[src/rtl/wsh_pkg.sv]
package wsh_pkg;

    typedef enum logic [1:0] {
        SH_LOG_IMM = 2'b00,
        SH_ARI_IMM = 2'b01,
        SH_LOG_VAR = 2'b10,
        SH_ARI_VAR = 2'b11
    } shift_op_e;

    typedef struct packed {
        logic arith;
        logic use_reg;
    } op_dec_t;

    function automatic op_dec_t decode_op(shift_op_e op);
        op_dec_t d;
        unique case (op)
            SH_LOG_IMM: d = '{arith: 1'b0, use_reg: 1'b0};
            SH_ARI_IMM: d = '{arith: 1'b1, use_reg: 1'b0};
            SH_LOG_VAR: d = '{arith: 1'b0, use_reg: 1'b1};
            SH_ARI_VAR: d = '{arith: 1'b1, use_reg: 1'b1};
            default:    d = '{arith: 1'b0, use_reg: 1'b0};
        endcase
        return d;
    endfunction

endpackage

[src/rtl/wsh_amt_sel.sv]
module wsh_amt_sel #(
    parameter int CNT_W = 5
) (
    input  logic [CNT_W-1:0] imm_i,
    input  logic [CNT_W-1:0] reg_lo_i,
    input  logic             use_reg_i,
    output logic [CNT_W-1:0] amt_o
);

    always_comb begin
        if (use_reg_i) begin
            amt_o = reg_lo_i;
        end else begin
            amt_o = imm_i;
        end
    end

endmodule

[src/rtl/wsh_barrel.sv]
module wsh_barrel #(
    parameter int WORD_W = 32,
    localparam int CNT_W = $clog2(WORD_W)
) (
    input  logic [WORD_W-1:0] word_i,
    input  logic [CNT_W-1:0]  amt_i,
    input  logic              fill_i,
    output logic [WORD_W-1:0] word_o
);

    logic [WORD_W-1:0] stg [CNT_W+1];

    assign stg[0] = word_i;

    for (genvar s = 0; s < CNT_W; s++) begin : g_stage
        localparam int SH = 1 << s;
        assign stg[s+1] = amt_i[s] ? {{SH{fill_i}}, stg[s][WORD_W-1:SH]} : stg[s];
    end

    assign word_o = stg[CNT_W];

endmodule

[src/rtl/wsh_sext_chk.sv]
module wsh_sext_chk #(
    parameter int DATA_W = 64,
    parameter int WORD_W = 32,
    localparam int HI_W = DATA_W - WORD_W + 1
) (
    input  logic [HI_W-1:0]   src_hi_i,
    input  logic [WORD_W-1:0] word_i,
    output logic [DATA_W-1:0] res_o,
    output logic              bad_o
);

    localparam int EXT_W = DATA_W - WORD_W;

    logic all_one;
    logic all_zero;

    assign all_one  = &src_hi_i;
    assign all_zero = ~|src_hi_i;
    assign bad_o    = ~(all_one | all_zero);
    assign res_o    = {{EXT_W{word_i[WORD_W-1]}}, word_i};

endmodule

[src/rtl/word_shifter.sv]
module word_shifter
    import wsh_pkg::*;
#(
    parameter int DATA_W  = 64,
    parameter int WORD_W  = 32,
    parameter bit REG_OUT = 1'b1,
    localparam int CNT_W  = $clog2(WORD_W)
) (
    input  logic              clk_i,
    input  logic              rst_ni,
    input  logic [DATA_W-1:0] src_i,
    input  logic [CNT_W-1:0]  imm_cnt_i,
    input  logic [DATA_W-1:0] cnt_reg_i,
    input  logic [1:0]        op_i,
    output logic [DATA_W-1:0] res_o,
    output logic              bad_src_o
);

    op_dec_t           dec;
    logic [CNT_W-1:0]  amt;
    logic [WORD_W-1:0] low_word;
    logic [WORD_W-1:0] shifted;
    logic              fill;
    logic [DATA_W-1:0] comb_res;
    logic              comb_bad;
    logic              unused_cnt_hi;

    assign dec           = decode_op(shift_op_e'(op_i));
    assign low_word      = src_i[WORD_W-1:0];
    assign fill          = dec.arith & low_word[WORD_W-1];
    assign unused_cnt_hi = ^cnt_reg_i[DATA_W-1:CNT_W];

    wsh_amt_sel #(.CNT_W(CNT_W)) u_amt (
        .imm_i     (imm_cnt_i),
        .reg_lo_i  (cnt_reg_i[CNT_W-1:0]),
        .use_reg_i (dec.use_reg),
        .amt_o     (amt)
    );

    wsh_barrel #(.WORD_W(WORD_W)) u_shift (
        .word_i (low_word),
        .amt_i  (amt),
        .fill_i (fill),
        .word_o (shifted)
    );

    wsh_sext_chk #(.DATA_W(DATA_W), .WORD_W(WORD_W)) u_sext (
        .src_hi_i (src_i[DATA_W-1:WORD_W-1]),
        .word_i   (shifted),
        .res_o    (comb_res),
        .bad_o    (comb_bad)
    );

    if (REG_OUT) begin : g_reg
        always_ff @(posedge clk_i or negedge rst_ni) begin
            if (!rst_ni) begin
                res_o     <= '0;
                bad_src_o <= 1'b0;
            end else begin
                res_o     <= comb_res;
                bad_src_o <= comb_bad;
            end
        end
    end else begin : g_comb
        assign res_o     = comb_res;
        assign bad_src_o = comb_bad;
    end

endmodule

[config.mk]
export PLATFORM = sky130hd
export DESIGN_NAME = word_shifter
export DESIGN_NICKNAME = d
export VERILOG_FILES = /design/src/rtl/wsh_pkg.sv /design/src/rtl/wsh_amt_sel.sv /design/src/rtl/wsh_barrel.sv /design/src/rtl/wsh_sext_chk.sv /design/src/rtl/word_shifter.sv
export SDC_FILE = /design/constraint.sdc
export NUM_CORES = 1
export LEC_CHECK = 0
export CAP_MARGIN = 20
export CORE_MARGIN = 4
export CORE_UTILIZATION = 25
export DETAILED_ROUTE_END_ITERATION = 8
export GPL_ROUTABILITY_DRIVEN = 0
export SYNTH_ARGS = -nofsm -noshare
export SYNTH_HDL_FRONTEND = slang
export SYNTH_SLANG_ARGS = --single-unit
[constraint.sdc]
create_clock -name clk_i -period 1.25 [get_ports clk_i]
set_input_delay 0.1875 -clock clk_i [delete_from_list [all_inputs] [get_ports clk_i]]
set_output_delay 0.1875 -clock clk_i [all_outputs]
set_load 0.02 [all_outputs]
==> results of run 1 <==
[critical path, stage by stage]
cell and delay (ns):
buf_8 0.09, mux2i_4 0.26, buf_12 0.15, buf_12 0.12, mux2_4 0.30, mux4_2 0.58, o22ai_2 0.19, nor2_1 0.07
[final timing paths]
| path | startpoint | to | slack, ns | depth (start not counted) |
|---|---|---|---|---|
| setup / recovery | op_i[1] | res_o[17]$_DFF_PN0_ | -0.58 | 8 |
| hold / removal | rst_ni | res_o[22]$_DFF_PN0_ | 0.28 | 2 |
| max in group asynchronous | rst_ni | res_o[31]$_DFF_PN0_ | 0.78 | 2 |
| min in group clk_i | src_i[31] | res_o[25]$_DFF_PN0_ | 0.41 | 4 |
[state kept, by name, summed over array words and instances, names as in the netlist]
register,cells
bad_src_o,1
res_o,32
[cells in the final DEF (no fill, tap or decap), types with 3 or more instances in the layout]
cell type	synthesis	routed
a22oi_1	12	7
mux4_1	4	3
nand2_2	0	5
mux2i_2	0	13
o21ai_2	0	3
o21ai_0	9	5
nand4_1	10	10
mux2i_1	30	13
buf_16	0	4
dfrtp_1	33	32
a21oi_4	0	3
nand3_1	8	7
buf_4	33	60
a221oi_2	0	3
buf_8	0	3
o22ai_2	0	6
mux2_4	4	17
nor2_1	29	24
a22oi_2	0	5
a21oi_2	0	6
clkdlybuf4s50_1	0	50
nand2_1	20	15
nor4_1	10	4
mux2i_4	1	5
dlygate4sd2_1	0	54
o211ai_1	6	6
a21oi_1	16	7
buf_2	6	36
nor4_2	0	5
nor2_2	0	5
clkbuf_16	0	5
buf_12	0	10
mux4_2	19	20
buf_6	4	7
[logic make-up (layout without fill, tap and decap cells)]
| group | count (synthesis) | after routing | share of synthesized area, % |
|---|---|---|---|
| DFF | 33 | 33 | 25.4 |
| buffers and inverters | 53 | 234 | 11.1 |
| muxes | 74 | 74 | 33.7 |
| AOI/OAI and AO/OA | 80 | 80 | 17.6 |
| and+or+nand+nor | 85 | 85 | 12.3 |
[per-stage QoR]
| step | instances | util (%) | setup TNS, ns |
|---|---|---|---|
| 2_1_floorplan | 325 | - | -20.94 |
| 3_3_place_gp | 656 | 41.1 | -42.71 |
| 3_5_place_dp | 656 | 41.1 | -43.88 |
| 4_1_cts | 678 | 44.8 | -14.47 |
| 5_1_grt | 678 | 45.6 | -15.78 |
| 6_report | 678 | 45.6 | -14.36 |
[layer usage]
layer  wire, um  track usage [%]
met1       5100             19.5
met2       6760             28.9
met3        774             2.18
met4        359             5.81
met5          0                0
[area by class of cell]
cell class                 count  area [um2]  share of cell area [%]
sequential                    33         827                    14.3
tap                          172         215                    3.72
multi-input combinational    239        2480                    43.0
clock inverter                 1        30.0                   0.519
timing repair buffer         226        2080                    36.0
clock buffer                   7         143                    2.47
[repair_timing]
action | CTS | global route
gates cloned | 5 | 0
buffers inserted | 9 | 1
endpoints found under the setup margin | 98 | 33
pin swaps | 35 | 13
gates resized for setup | 274 | 32
[power by group through the flow]
stage	combinational [mW]	sequential [mW]	clock [mW]
6_report	2.84	1.29	1.40
5_1_grt	2.99	1.31	1.46
4_1_cts	2.74	1.29	1.42
3_5_place_dp	2.60	1.32	0
3_3_place_gp	2.57	1.32	0
2_1_floorplan	1.12	1.52	0
==> out/qor.txt, run 1 <==
post-layout minimum cycle time -> 1.83 ns
Routed Antenna Nets -> 0
fin crit share -> 146%
buffers added on ports -> 142
Sw Share -> 34.4%
synthesized area -> 0.00325 mm2
DR DRC count -> 0
Global Route Usage Sum -> 16.1%
Post-synth ARST share -> 100%
Critical Path Fanout Max -> 7
Design Area, Final -> 0.00578 mm2
dpl hpwl -> 9810 um
Routed WL -> 13000 um
unrepaired setup endpoints after global routing -> yes
total of warnings raised by yosys -> 0
Synthesized Nets -> 462
setup ws final -> -0.578 ns
Core Region -> 0.0127 mm2
area leader, netlist -> dfrtp_1
Final nets -> 642
Syn Area/Cell -> 10.0 um2
Fillers -> 1224
Synth Instances -> 325
share of layout cells above drive strength 1 -> 47.0%
IO Count -> 202
Leakage -> 2.46 nW
largest net degree at the start of global routing -> 34
actual slew at the worst max-slew pin -> 0.813 ns
initial antenna violation count -> 0
synthesis-to-finish area growth -> 77.7%
Fmax -> 547 MHz
worst hold-check path type -> in -> async
Psw -> 1.90 mW
startpoint types -> input pin
CTS tree -> built
Comb pwr share -> 51.5%
Power Density -> 956 mW/mm2
worst path required time -> 1.36 ns
routed via count -> 3627
Clock Tree Root -> clkbuf_16
Post-synth top cells -> buf_4, dfrtp_1, mux2i_1
remaining global-route overflow -> 0
Hold Fails Final Rpt -> 0
depth of the CTS H-tree -> 2
Worst setup EP type -> flip-flop
die area -> 0.0149 mm2
share of the synthesized area in the top cell type -> 25.4%
Reg power frac -> 23.3%
num rows -> 41
hold_buf cts -> 0
clock buffer depth -> 2
synth unique cells -> 47
Synth area leaders -> dfrtp_1, mux4_2, mux2i_1, buf_4, mux2_2
post-route total power -> 5.53 mW
Pins Over Slew Limit -> 0
first-pass GRT wire length -> 19100 um
Worst-path clk slew -> 0.05 ns
Initial DRT Pass Iterations -> 4
DR vias/cell -> 5.35
Post-synth top flop -> dfrtp_1
cts bufs inserted -> 5
DRT iter0 DRCs -> 200
Area after DPL -> 0.00521 mm2
Antenna diodes -> 0
Internal -> 3.62 mW
max-cap violation count -> 0
worst rel slew slack -> 45.6%
failing checks -> negative setup slack
die height -> 122 um
Post-synth EDFFs -> 0
sequential share of the synthesized area -> 25.4%
post-DR wirelength/cell -> 19.2 um
worst hold slack -> 0.285 ns
WP data arrival -> 1.94 ns
Synth Register Bits -> 33
Initial Util -> 25.7%
vias in the first global route -> 3710
clock sinks -> 33
Die X -> 122 um
final setup violating endpoints -> 31
clock group share of total power -> 25.3%
worst ir drop on vdd -> 583 uV
WS Path Type -> in -> reg
Place WS -> -1.39 ns
status -> finished with violations
(Power assumes the default switching activity.)
==> inputs of run 2 (changes only) <==
CAP_MARGIN = unset   (was 20)
CORE_ASPECT_RATIO = 0.8   (was unset)
==> run 2 against run 1 <==
The flow still finishes with violations (negative setup slack). Sequential cell count unchanged. Global-route usage decreased by 0.12 points. Combinational power decreased by 5%. Core utilization decreased by 1.4 points. Critical path type unchanged. Sequential power about the same. Die area about the same. Sequential share of layout area increased by 0.67 points. Critical path depth unchanged. Clock power decreased by 16%. Total power decreased by 6.6%. Hold slack improved by 0.0026 ns.
==> out/qor.txt, run 2 (synthesis results as in run 1) <==
clock sinks -> 33 (unchanged)
worst path required time -> 1.41 ns (+0.05 ns)
fin crit share -> 149% (+2.7 points)
Hold Fails Final Rpt -> 0 (unchanged)
final setup violating endpoints -> 32 (+3.2%)
DRT iter0 DRCs -> 270 (+35%)
initial antenna violation count -> 0 (unchanged)
routed via count -> 3577 (-1.4%)
Routed WL -> 12600 um (-3.1%)
clock buffer depth -> 2 (unchanged)
placed cells -> 656 (unchanged)
leading cell type in the layout, fill and taps excluded -> buf_4
post-DR wirelength/cell -> 18.7 um (-2.4%)
Pins Over Slew Limit -> 0 (unchanged)
start point of the critical path -> op_i[1]
dpl hpwl -> 9910 um (+1.0%)
worst hold slack -> 0.287 ns (+0.00258 ns)
die area -> 0.0149 mm2 (about the same)
Worst-path clk slew -> 0.06 ns (about the same)
cts bufs inserted -> 5 (unchanged)
worst ir drop on vdd -> 490 uV (-16%)
Critical Path Fanout Max -> 8 (+1)
Initial Util -> 26.1% (+0.40 points)
slowest stage delay, CP -> 0.37 ns (-0.21 ns)
post-layout minimum cycle time -> 1.86 ns (+0.0342 ns)
CTS tree -> built
Top Registers -> res_o x32, bad_src_o x1
actual slew at the worst max-slew pin -> 0.484 ns (-0.329 ns)
DR DRC count -> 0 (unchanged)
remaining global-route overflow -> 0 (unchanged)
setup ws final -> -0.612 ns (-0.0342 ns)
Power Density -> 935 mW/mm2 (-2.2%)
Final nets -> 638 (-0.62%)
share of layout cells above drive strength 1 -> 43.6% (-3.4 points)
worst hold-check path type -> in -> async
Core Region -> 0.0125 mm2 (-1.5%)
vias in the first global route -> 3524 (-5.0%)
Largest register FFs -> 32 (unchanged)
Worst setup EP type -> flip-flop
Clock Tree Root -> clkbuf_16
num rows -> 36 (-12%)
Global Route Usage Sum -> 15.9% (-0.12 points)
failing checks -> negative setup slack
depth of the CTS H-tree -> 2 (unchanged)
status -> finished with violations
largest net degree at the start of global routing -> 34 (unchanged)
FF/Latch Area -> 827 um2 (unchanged)
first-pass GRT wire length -> 18700 um (-1.9%)
Die X -> 136 um (+11%)
unrepaired setup endpoints after global routing -> yes
Initial DRT Pass Iterations -> 6 (+2)
buffers added on ports -> 142 (unchanged)
final cell count without fillers -> 673 (-0.74%)
Fmax -> 537 MHz (-1.8%)
DR vias/cell -> 5.32 (-0.65%)
slowest stage cell on the critical path -> a221o_1
Leakage -> 2.36 nW (-4.4%)
crit path cell chain -> buf_8 -> mux2i_4 -> buf_12 -> buf_6 -> mux2_4 -> a222oi_1 -> a21oi_1 -> a221o_1
WP data arrival -> 2.02 ns (+0.08 ns)
WS Path Type -> in -> reg
die height -> 110 um (-9.9%)
synthesis-to-finish area growth -> 69.7%
Fillers -> 1209 (-1.2%)
worst path bufs/invs -> 3 (unchanged)
Largest delay share family, worst path -> compound AO/OA/AOI/OAI gates
startpoint types -> input pin
most frequent cells in the layout -> buf_4, dlygate4sd2_1, clkdlybuf4s50_1
Antenna diodes -> 0 (unchanged)
worst rel slew slack -> 67.7% (+22 points)
Most flops, register -> res_o
max-cap violation count -> 0 (unchanged)
area of the multi-input gates -> 0.00240 mm2 (-3.4%)
Routed Antenna Nets -> 0 (unchanged)
IO Count -> 202 (unchanged)
[run 2: cell types whose count changed in the layout (fill, tap and decap cells not counted), moves of 3 or more]
cell,before,now
mux2i_2,13,6
buf_4,60,65
mux2i_1,13,18
buf_16,4,0
nand2_1,15,19
nand2_2,5,1
buf_6,7,4
nor4_2,5,8
[run 2: what timing repair did]
action / 4_1_cts / 5_1_grt
gates resized for setup: 253 / 22
hold endpoints to repair: 0 / 0
hold buffers: 0 / 0
setup endpoints to repair: 98 / 33
pin swaps: 24 / 10
cloned: 2 / 0
buffers inserted: 6 / 2
[run 2: final cells by class]
class | count | share of cell area [%]
clock buffer | 5 | 2.27
clock inverter | 3 | 0.317
multi-input combinational | 239 | 43.5
sequential | 33 | 15.0
tap | 171 | 3.87
timing repair buffer | 222 | 35.1
[run 2: worst paths after layout]
check	to	slack (ns)	cells after the start
max in group asynchronous	res_o[31]$_DFF_PN0_	0.78	2
min in group clk_i	bad_src_o$_DFF_PN0_	0.42	4
hold / removal	res_o[7]$_DFF_PN0_	0.29	2
setup / recovery	res_o[12]$_DFF_PN0_	-0.61	8
[run 2: where the power goes]
group          switching [mW]  internal (mW)
combinational            1.39           1.31
sequential             0.0553           1.23
clock                   0.440          0.729
[run 2: through the flow]
stage          power [mW]  setup WS [ns]  util [%]  cell area [um2]  setup TNS [ns]
2_1_floorplan        2.65         -0.832         -             3300          -20.94
3_3_place_gp         3.89          -1.40      41.7             5200          -42.08
3_5_place_dp         3.91          -1.41      41.7             5200          -43.44
4_1_cts              5.09         -0.554      43.6             5440          -14.54
5_1_grt              5.40         -0.625      44.3             5520          -16.47
6_report             5.16         -0.612      44.3             5520          -14.62
[run 2: per-layer routing]
metal  vias to the layer above  GRT usage, %  share of wire (%)
met2                       212          24.5                 44
met3                        16          3.27                9.5
met4                         0          5.04                2.0
met5                         -             0                  0
li1                       1616             -                  -
met1                      1733          22.6                 44
